$ cat config.mk
export PLATFORM = sky130hd
export DESIGN_NAME = irq_route_top
export DESIGN_NICKNAME = d
export VERILOG_FILES = /design/src/rtl/irq_route_pkg.sv /design/src/rtl/irq_gate.sv /design/src/rtl/irq_mode_sel.sv /design/src/rtl/irq_edge_track.sv /design/src/rtl/irq_route_top.sv
export SDC_FILE = /design/constraint.sdc
export NUM_CORES = 1
export LEC_CHECK = 0
export CORE_AREA = 2 2 39 41
export DETAILED_ROUTE_END_ITERATION = 10
export DIE_AREA = 0 0 41 43
export PLACE_DENSITY = 0.56
export SLEW_MARGIN = 5
export SYNTH_ARGS = -nofsm -noshare
export SYNTH_HDL_FRONTEND = slang
export SYNTH_HIERARCHICAL = 1
export SYNTH_SLANG_ARGS = --single-unit
$ cat constraint.sdc
create_clock -name clk -period 1.16 [get_ports clk]
set_input_delay 0.232 -clock clk [delete_from_list [all_inputs] [get_ports clk]]
set_output_delay 0.232 -clock clk [all_outputs]
set_load 0.005 [all_outputs]
$ cat src/rtl/irq_route_pkg.sv
package irq_route_pkg;
  localparam int MBOX_N = 8;

  typedef enum logic [1:0] {
    SIG_OFF    = 2'd0,
    SIG_LEGACY = 2'd1,
    SIG_MSI    = 2'd2
  } sig_mode_e;

  // MSI wins over legacy; legacy needs its disable flag clear.
  function automatic sig_mode_e pick_mode(input logic intx_off, input logic msi_on);
    if (msi_on)        return SIG_MSI;
    else if (!intx_off) return SIG_LEGACY;
    else               return SIG_OFF;
  endfunction

  function automatic logic went_up(input logic now_v, input logic was_v);
    return now_v & ~was_v;
  endfunction

  function automatic logic went_down(input logic now_v, input logic was_v);
    return ~now_v & was_v;
  endfunction
endpackage

$ cat src/rtl/irq_gate.sv
module irq_gate #(
  parameter int N = 9
) (
  input  logic [N-1:0] st,
  input  logic [N-1:0] en,
  output logic         pending
);
  logic [N-1:0] term;

  for (genvar i = 0; i < N; i++) begin : g_term
    assign term[i] = st[i] & en[i];
  end

  assign pending = |term;
endmodule

$ cat src/rtl/irq_mode_sel.sv
module irq_mode_sel
  import irq_route_pkg::*;
(
  input  logic intx_off,
  input  logic msi_on,
  output logic msi_mode,
  output logic legacy_ok
);
  sig_mode_e mode;

  always_comb begin
    mode      = pick_mode(intx_off, msi_on);
    msi_mode  = (mode == SIG_MSI);
    legacy_ok = (mode == SIG_LEGACY);
  end
endmodule

$ cat src/rtl/irq_edge_track.sv
module irq_edge_track
  import irq_route_pkg::*;
(
  input  logic clk,
  input  logic rst_n,
  input  logic d,
  output logic level,
  output logic rise,
  output logic fall
);
  logic prev;

  always_ff @(posedge clk) begin
    if (!rst_n) begin
      level <= 1'b0;
      prev  <= 1'b0;
    end else begin
      level <= d;
      prev  <= level;
    end
  end

  assign rise = went_up(level, prev);
  assign fall = went_down(level, prev);

  assert_rise_one_cycle_R5_R7: assert property (@(posedge clk) disable iff (!rst_n)
    rise |=> !rise);
  assert_fall_one_cycle_R6: assert property (@(posedge clk) disable iff (!rst_n)
    fall |=> !fall);
  assert_level_tracks_d_R4: assert property (@(posedge clk) disable iff (!rst_n)
    rise |-> $past(d));
endmodule

$ cat src/rtl/irq_route_top.sv
module irq_route_top
  import irq_route_pkg::*;
(
  input  logic                clk,
  input  logic                rst_n,
  input  logic [MBOX_N-1:0]   mbox_status,
  input  logic [MBOX_N-1:0]   mbox_enable,
  input  logic                lbus_irq_status,
  input  logic                lbus_irq_enable,
  input  logic                cfg_intx_disable,
  input  logic                cfg_msi_enable,
  output logic                msi_req,
  output logic                intx_assert_req,
  output logic                intx_deassert_req,
  output logic                intx_level
);
  localparam int SRC_N = MBOX_N + 1;

  logic pending_w, msi_mode_w, legacy_ok_w;
  logic inta_d_w, msi_d_w;
  logic msi_lvl_w, msi_fall_w;

  irq_gate #(.N(SRC_N)) gate_i (
    .st      ({lbus_irq_status, mbox_status}),
    .en      ({lbus_irq_enable, mbox_enable}),
    .pending (pending_w)
  );

  irq_mode_sel mode_i (
    .intx_off  (cfg_intx_disable),
    .msi_on    (cfg_msi_enable),
    .msi_mode  (msi_mode_w),
    .legacy_ok (legacy_ok_w)
  );

  // Legacy INTA set/clear flop input.
  assign inta_d_w = legacy_ok_w & pending_w;
  // MSI path waits until the INTA level has been released.
  assign msi_d_w  = msi_mode_w & pending_w & ~intx_level;

  irq_edge_track inta_i (
    .clk   (clk),
    .rst_n (rst_n),
    .d     (inta_d_w),
    .level (intx_level),
    .rise  (intx_assert_req),
    .fall  (intx_deassert_req)
  );

  irq_edge_track msi_i (
    .clk   (clk),
    .rst_n (rst_n),
    .d     (msi_d_w),
    .level (msi_lvl_w),
    .rise  (msi_req),
    .fall  (msi_fall_w)
  );

  assert_quiet_when_disabled_R1: assert property (@(posedge clk) disable iff (!rst_n)
    (mbox_enable == '0 && !lbus_irq_enable) |-> !pending_w);
  assert_no_assert_when_off_R2: assert property (@(posedge clk) disable iff (!rst_n)
    intx_assert_req |-> $past(!cfg_intx_disable));
  assert_msi_precedence_R3: assert property (@(posedge clk) disable iff (!rst_n)
    msi_req |-> !intx_level);
  assert_msi_from_mode_R7: assert property (@(posedge clk) disable iff (!rst_n)
    msi_req |-> $past(cfg_msi_enable && pending_w));
  assert_deassert_before_msi_R8: assert property (@(posedge clk) disable iff (!rst_n)
    (intx_deassert_req && cfg_msi_enable && pending_w) |=> msi_req);
  assert_one_request_R10: assert property (@(posedge clk) disable iff (!rst_n)
    $onehot0({msi_req, intx_assert_req, intx_deassert_req}));
  assert_reset_clears_R9: assert property (@(posedge clk)
    !rst_n |=> !intx_level && !msi_req);
endmodule

Word-level counts from Yosys, hierarchy flattened
Index checks and enable logic that the tools add are counted.

Bits in latches: 0. Bits of input ports: 22. Bits in read-only memories: 0. Word-level logic and storage cells: 27. Memory bits (writable): 0. Register bits: 4. Memories: 0.

Add/sub/neg operators: 0. Divide/modulo/power cells: 0. Reduce and logical (&&, ||, !) cells: 1. Multiplexer cells: 2. Equal/unequal tests: 2. $mul: 0. Bitwise operators: 18. Shift operators: 0. $lt $le $gt $ge: 0.

Operators by type and width (count): bitwise AND 1 bit (15); OR reduction 9 bit (1); inverter 1 bit (3); == test 2 x 1 -> 1 bit (second input constant) (1); == test 2 bit (second input constant) (1); two-way mux 2 bit (1); two-way mux 1 bit (1).

Depth between registers and ports, before layout
Gate-level depths: netlist of the first run.

Depth after elaboration: 5. Mapped depth: 5.

Hierarchy
Netlist of the first run, hierarchy kept.

By module, submodules not included: irq_edge_track (cells each 6, instances 2, area an instance 65.1 µm²); irq_gate (cells each 5, instances 1, area an instance 46.3 µm²); irq_route_top (cells each 2, instances 1, area an instance 15.0 µm²); irq_mode_sel (cells each 2, instances 1, area an instance 7.5 µm²).

Least setup slack after synthesis of the first run
OpenSTA, ideal clock, no wires.

Path type: input to register. Start point: in mbox_status[4]. End point: reg msi_i.level. Stages on the path: 5. Data required time: 1.045 ns. Setup time: 0.115 ns. Slack: 0.052 ns. Arrival time: 0.993 ns. Path through: a22o_1 > a221oi_2 > nand3_1 > and3b_1 > and2_1.

Word-level cells in the longest chain between the ends: 4.

Ends and longest elaborated chain: start, declared (RTL line irq_route_top.sv:6) `input logic [MBOX_N-1:0] mbox_status,`; bitwise AND 1 bit (RTL line irq_gate.sv:11) `assign term[i] = st[i] & en[i];`; OR reduction 9 bit (RTL line irq_gate.sv:14) `assign pending = |term;`; via pending_w (RTL line irq_route_top.sv:19) `logic pending_w, msi_mode_w, legacy_ok_w;`; bitwise AND 1 bit (2 in a row) (RTL line irq_route_top.sv:39) `assign msi_d_w = msi_mode_w & pending_w & ~intx_level;`; via msi_d_w (RTL line irq_route_top.sv:20) `logic inta_d_w, msi_d_w;`; end signal, assigned (RTL line irq_edge_track.sv:15) `level <= 1'b0;`; end signal, assigned (RTL line irq_edge_track.sv:18) `level <= d;`; end, declared (RTL line irq_edge_track.sv:7) `output logic level,`.

The timed path passes the listed nets, and every way through them passes these cells. A chain may end at the register's enable or synchronous reset.

Final worst setup path of the first run
Start point: in mbox_enable[3]. End point: reg msi_i.level.

Word-level cells in the longest chain between the ends: 4.

Ends and longest elaborated chain: start, declared (RTL line irq_route_top.sv:7) `input logic [MBOX_N-1:0] mbox_enable,`; bitwise AND 1 bit (RTL line irq_gate.sv:11); OR reduction 9 bit (RTL line irq_gate.sv:14); via pending_w (RTL line irq_route_top.sv:19); bitwise AND 1 bit (2 in a row) (RTL line irq_route_top.sv:39); via msi_d_w (RTL line irq_route_top.sv:20).

The timed path passes the listed nets, and every way through them passes these cells.

==> results of run 1 <==
-- layout make-up --
| type | count | share of cell area |
|---|---|---|
| timing repair buffer | 26 | 0.5039 |
| tap | 16 | 0.04178 |
| sequential | 4 | 0.1697 |
| clock buffer | 3 | 0.04700 |
| multi-input combinational | 15 | 0.2376 |
-- power by group through the flow --
stage                     logic [uW]  clock network [uW]  registers [uW]
after floorplan                 24.0                   0             149
after global placement           112                   0             149
after detailed placement         113                   0             149
after CTS                       94.5                 177             148
after global routing             105                 186             148
final                           95.6                 166             148
-- metal layers --
metal	wire length [um]	share of wire	vias to the layer above
met3	79	0.14	0
met2	291	0.53	24
met5	0	0	-
met4	0	0	0
li1	-	-	128
met1	176	0.32	104
-- what timing repair did --
| item | CTS | global route |
|---|---|---|
| pin swaps | 5 | 5 |
| resized for setup | 18 | 11 |
| endpoints found under the setup margin | 6 | 5 |
| hold endpoints to repair | 0 | 0 |
-- per-stage QoR --
step | util | setup slack, ps | TNS (ps) | hold WS [ps]
final | 0.3463 | 30.90 | 0 | 441.0
after floorplan | - | 52.09 | 0 | 359.3
after global routing | 0.3463 | -14.25 | -14.25 | 482.8
after CTS | 0.3409 | 6.862 | 0 | 449.0
after global placement | 0.3373 | -415.9 | -840.2 | 435.2
after detailed placement | 0.3373 | -419.8 | -844.7 | 440.4
-- worst reg2reg max path: cells and delay by family (launching register included) --
family	cells	cell delay [ps]
DFF	1	330
and+or+nand+nor	2	270
buffers and inverters	1	110
-- worst max-delay path by stage --
| stage | start | endpoint | cells past startpoint | slack [ps] |
|---|---|---|---|---|
| floorplan | mbox_status[4] | msi_i/level | 5 | 50 |
| global placement | mbox_status[4] | msi_i/level | 6 | -420 |
| detailed placement | mbox_status[4] | msi_i/level | 6 | -420 |
| CTS | mbox_status[1] | msi_i/level | 5 | 7 |
| global route | mbox_enable[3] | msi_i/level | 5 | -10 |
| finish | mbox_enable[3] | msi_i/level | 5 | 30 |
-- sequential cells by signal, indices dropped and copies added, names as in the netlist --
register      count
inta_i/level      1
inta_i/prev       1
msi_i/level       1
msi_i/prev        1
==> results.yml, run 1 <==
detailed_routing:
  antenna_left: 0
  firstDrtPassIters: 4
  post_drt_wl_per_cell_um: 8.547
  drc: 0
  drtIter0Drc: 3
  vias: 256
  via_per_inst: 4.000
  wirelength_um: 547
global_route:
  grt_pass1_wl_um: 966
  grt_usage: 0.08626
  grt_max_degree: 5
  antenna_found_initial: 0
  met1_usage: 0.09615
  top_usage_layer: "met2"
  grt_pass1_vias: 269
  met2_usage: 0.1156
  grt-ovfl-total: 0
  use_met3: 0.02094
cts:
  hold_buffers: 0
  cts_setup_buffers: 0
  cts_made_buffers: 3
  cts_tree: "built"
  insertion_delay_ps: 230
  htreeDepth: 1
  clkSinkCount: 4
  cts_buffer_depth: 2
  clock_tree.root_cell: "clkbuf_4"
  clkTransAtPathRegs_ps: 40
timing:
  finalHoldViolCount: 0
  clock-skew-final_ps: 0.7004
  setup_viol: 0
  slew_viol_final: 0
  final.period_utilization: 0.9734
  fmax_mhz: 885.7
  fin_crit_ps: 1129
  tightest_slew_ps: 286.8
  slew_headroom: 0.8088
flow_run:
  maxCapViolCount: 0
worst_setup_path:
  path_cells: "clkdlybuf4s50_1, a22oi_2, nand3_1, and3b_1, and2_1"
  r2r_cells: 3
  critPathTopFamily: "buffers and inverters"
  worstReg2RegEnd: "msi_i/level"
  crit_arrival_ps: 1250
  rr_startpoint: "inta_i/level"
  worstPathRequired_ps: 1280
  path_buf_inv: 1
  cp-start-kind: "primary input"
  cp_slowest_stage_delay_ps: 420
  cp_slowest_cell: "clkdlybuf4s50_1"
  endpoint_kind: "flop"
  regToRegSetupSlack_ps: 340
  path_max_fanout: 2
  critical_path_class: "primary input to flop"
floorplan:
  initial_core_util: 0.1392
  die_x_um: 41
  die_h_um: 43
  die-area_sq_um: 1763
  core-area_sq_um: 1384
  num_io_pins: 26
  rows: 14
pwr:
  powerDensity_nw_per_um2: 854.3
  clkPwrFrac: 0.406
  p_leak_uw: 0.0002322
  ir_drop_uv: 288.7
  internal_power_uw: 331.4
  switching_share: 0.1904
  p_seq_frac: 0.360
  switchingPower_uw: 77.95
  power_uw: 409.4
  comb_power_share: 0.234
finish:
  register_area_sq_um: 81.33
  layout_commonest_cell: "dlygate4sd2_1"
  nets: 72
  multi_input_area_sq_um: 113.9
  mostFrequentLayoutCells: "dlygate4sd2_1, clkdlybuf4s50_1, and2_1, clkdlybuf4s15_1"
  drive_above_1_share: 0.1875
  stdcell_count: 64
  num_antenna_cells: 0
  area_delta_synth_final_pct: 148.7
  fin_area_sq_um: 479.2
  filler_cell_count: 170
placed_design:
  postPlaceCellArea_sq_um: 466.7
  portBuffers: 25
  gp_congestion: 0.6105
  placed_cells: 61
  dpl.hpwl_um: 464.4
min_path:
  min_to: "msi_i/prev"
  hold_path_startpoint: "msi_i/level"
  hp-class: "flop to flop"
  hold_depth: 1
logic_synthesis:
  syn_avg_cell_area_sq_um: 9.634
  syn_inst: 20
  ys_warn_count: 6
  synth_nets: 42
  synth_area_sq_um: 192.7
outcome:
  status: "finished, final reports clean"
Power figures use the tool's default switching activity.
==> run 2: changes to the inputs <==
--- a/config.mk
+++ b/config.mk
@@ -8,7 +8,8 @@
 export CORE_AREA = 2 2 39 41
 export DETAILED_ROUTE_END_ITERATION = 10
 export DIE_AREA = 0 0 41 43
-export PLACE_DENSITY = 0.56
+export DONT_BUFFER_PORTS = 1
+export PLACE_DENSITY = 0.3
 export SLEW_MARGIN = 5
 export SYNTH_ARGS = -nofsm -noshare
 export SYNTH_HDL_FRONTEND = slang
==> results.yml, run 2 (synthesized netlist as in run 1, its figures left out) <==
floorplan:
  initial_core_util: 0.1392
  die-area_sq_um: 1763
  die_h_um: 43
  rows: 14
  num_io_pins: 26
  core-area_sq_um: 1384
  die_x_um: 41
cts:
  insertion_delay_ps: 230
  clock_tree.root_cell: "clkbuf_4"
  htreeDepth: 1
  hold_buffers: 0
  clkTransAtPathRegs_ps: 40
  cts_buffer_depth: 2
  cts_made_buffers: 3
  cts_tree: "built"
  cts_resized: 0
  clkSinkCount: 4
  cts_setup_buffers: 0
global_route:
  grt_pass1_vias: 180
  antenna_found_initial: 0
  grt-ovfl-total: 0
  grt_pass1_wl_um: 752
  grt_max_degree: 6
  grt_usage: 0.06727
finish:
  stdcell_count: 38
  area_delta_synth_final_pct: 20.13
  fin_util: 0.1673
  mostFrequentLayoutCells: "and2_1, dfxtp_1, clkbuf_4, nor2b_1"
  filler_cell_count: 157
  drive_above_1_share: 0.1818
  num_antenna_cells: 0
  layout_commonest_cell: "and2_1"
  nets: 46
detailed_routing:
  wirelength_um: 428
  post_drt_wl_per_cell_um: 11.26
  vias: 158
  drtIter0Drc: 1
  firstDrtPassIters: 5
  drc: 0
  antenna_left: 0
  via_per_inst: 4.158
flow_run:
  maxCapViolCount: 0
timing:
  fin_crit_ps: 1041
  holdWs_ps: 129.0
  slew_headroom: 0.8276
  slew_viol_final: 0
  rsz0062_at_grt: "false"
  setup_ws_ps: 118.7
  final.period_utilization: 0.8977
  setup_viol: 0
  fmax_mhz: 960.4
  tightest_slew_ps: 258.6
  finalHoldViolCount: 0
  clock-skew-final_ps: 0.2935
worst_setup_path:
  cp_slowest_cell: "dfxtp_1"
  critical_path_class: "flop to output port"
  endpoint_kind: "output port"
  path_max_fanout: 5
  worstPathRequired_ps: 930
  cp_slowest_stage_delay_ps: 390
  path_buf_inv: 0
  path_cells: "nor2b_1"
  crit_arrival_ps: 810
  critPathTopFamily: "flip-flops"
  cp-start-kind: "flop"
placed_design:
  gp_congestion: 0.5638
  portBuffers: 0
  placed_cells: 35
  pre_cts_ws_ps: -2.936
outcome:
  status: "finished, final reports clean"
min_path:
  hp-class: "primary input to flop"
pwr:
  power_uw: 340.4
  ir_drop_uv: 463.7
  p_leak_uw: 0.00009129
  powerDensity_nw_per_um2: 1471
[run 2: changes by cell type in the layout (fill, tap and decap cells not counted), sizes merged]
cell | previous run | this run
dlygate4sd2 | 9 | 0
clkdlybuf4s50 | 7 | 0
clkdlybuf4s15 | 5 | 0
clkbuf | 5 | 3
dlymetal6s2s | 2 | 0
buf | 1 | 0
[run 2: layout make-up]
cell class	instances	area [sq um]	share of cell area
multi-input combinational	15	108.9	0.4703
sequential	4	80.08	0.3459
clock buffer	3	22.52	0.09730
tap	16	20.02	0.08649
[run 2: final timing paths]
check | start | endpoint | slack [ps] | cells after the start
min reg2reg | msi_i/level | msi_i/prev | 450 | 1
max reg2reg | inta_i/level | msi_i/level | 350 | 2
max | inta_i/level | intx_assert_req | 120 | 1
min | rst_n | msi_i/level | 130 | 1
[run 2: power by group]
group          internal [uW]  switching [uW]
Clock                    115            52.0
Combinational           16.8            8.35
Sequential               145            3.25
Total                    277            63.6
[run 2: routing by layer]
metal / global-route usage / vias to the layer above / wire [um]
met5: 0 / - / 0
met4: 0.08000 / 0 / 16
met3: 0.01571 / 2 / 34
met2: 0.09375 / 10 / 228
met1: 0.07074 / 70 / 149
li1: - / 76 / -
[run 2: metrics by stage]
stage               setup TNS [ps]  cell area, sq um
floorplan                        0             192.7
global placement                 0             209.0
detailed placement          -2.936             209.0
CTS                              0             231.5
global route                     0             231.5
finish                           0             231.5
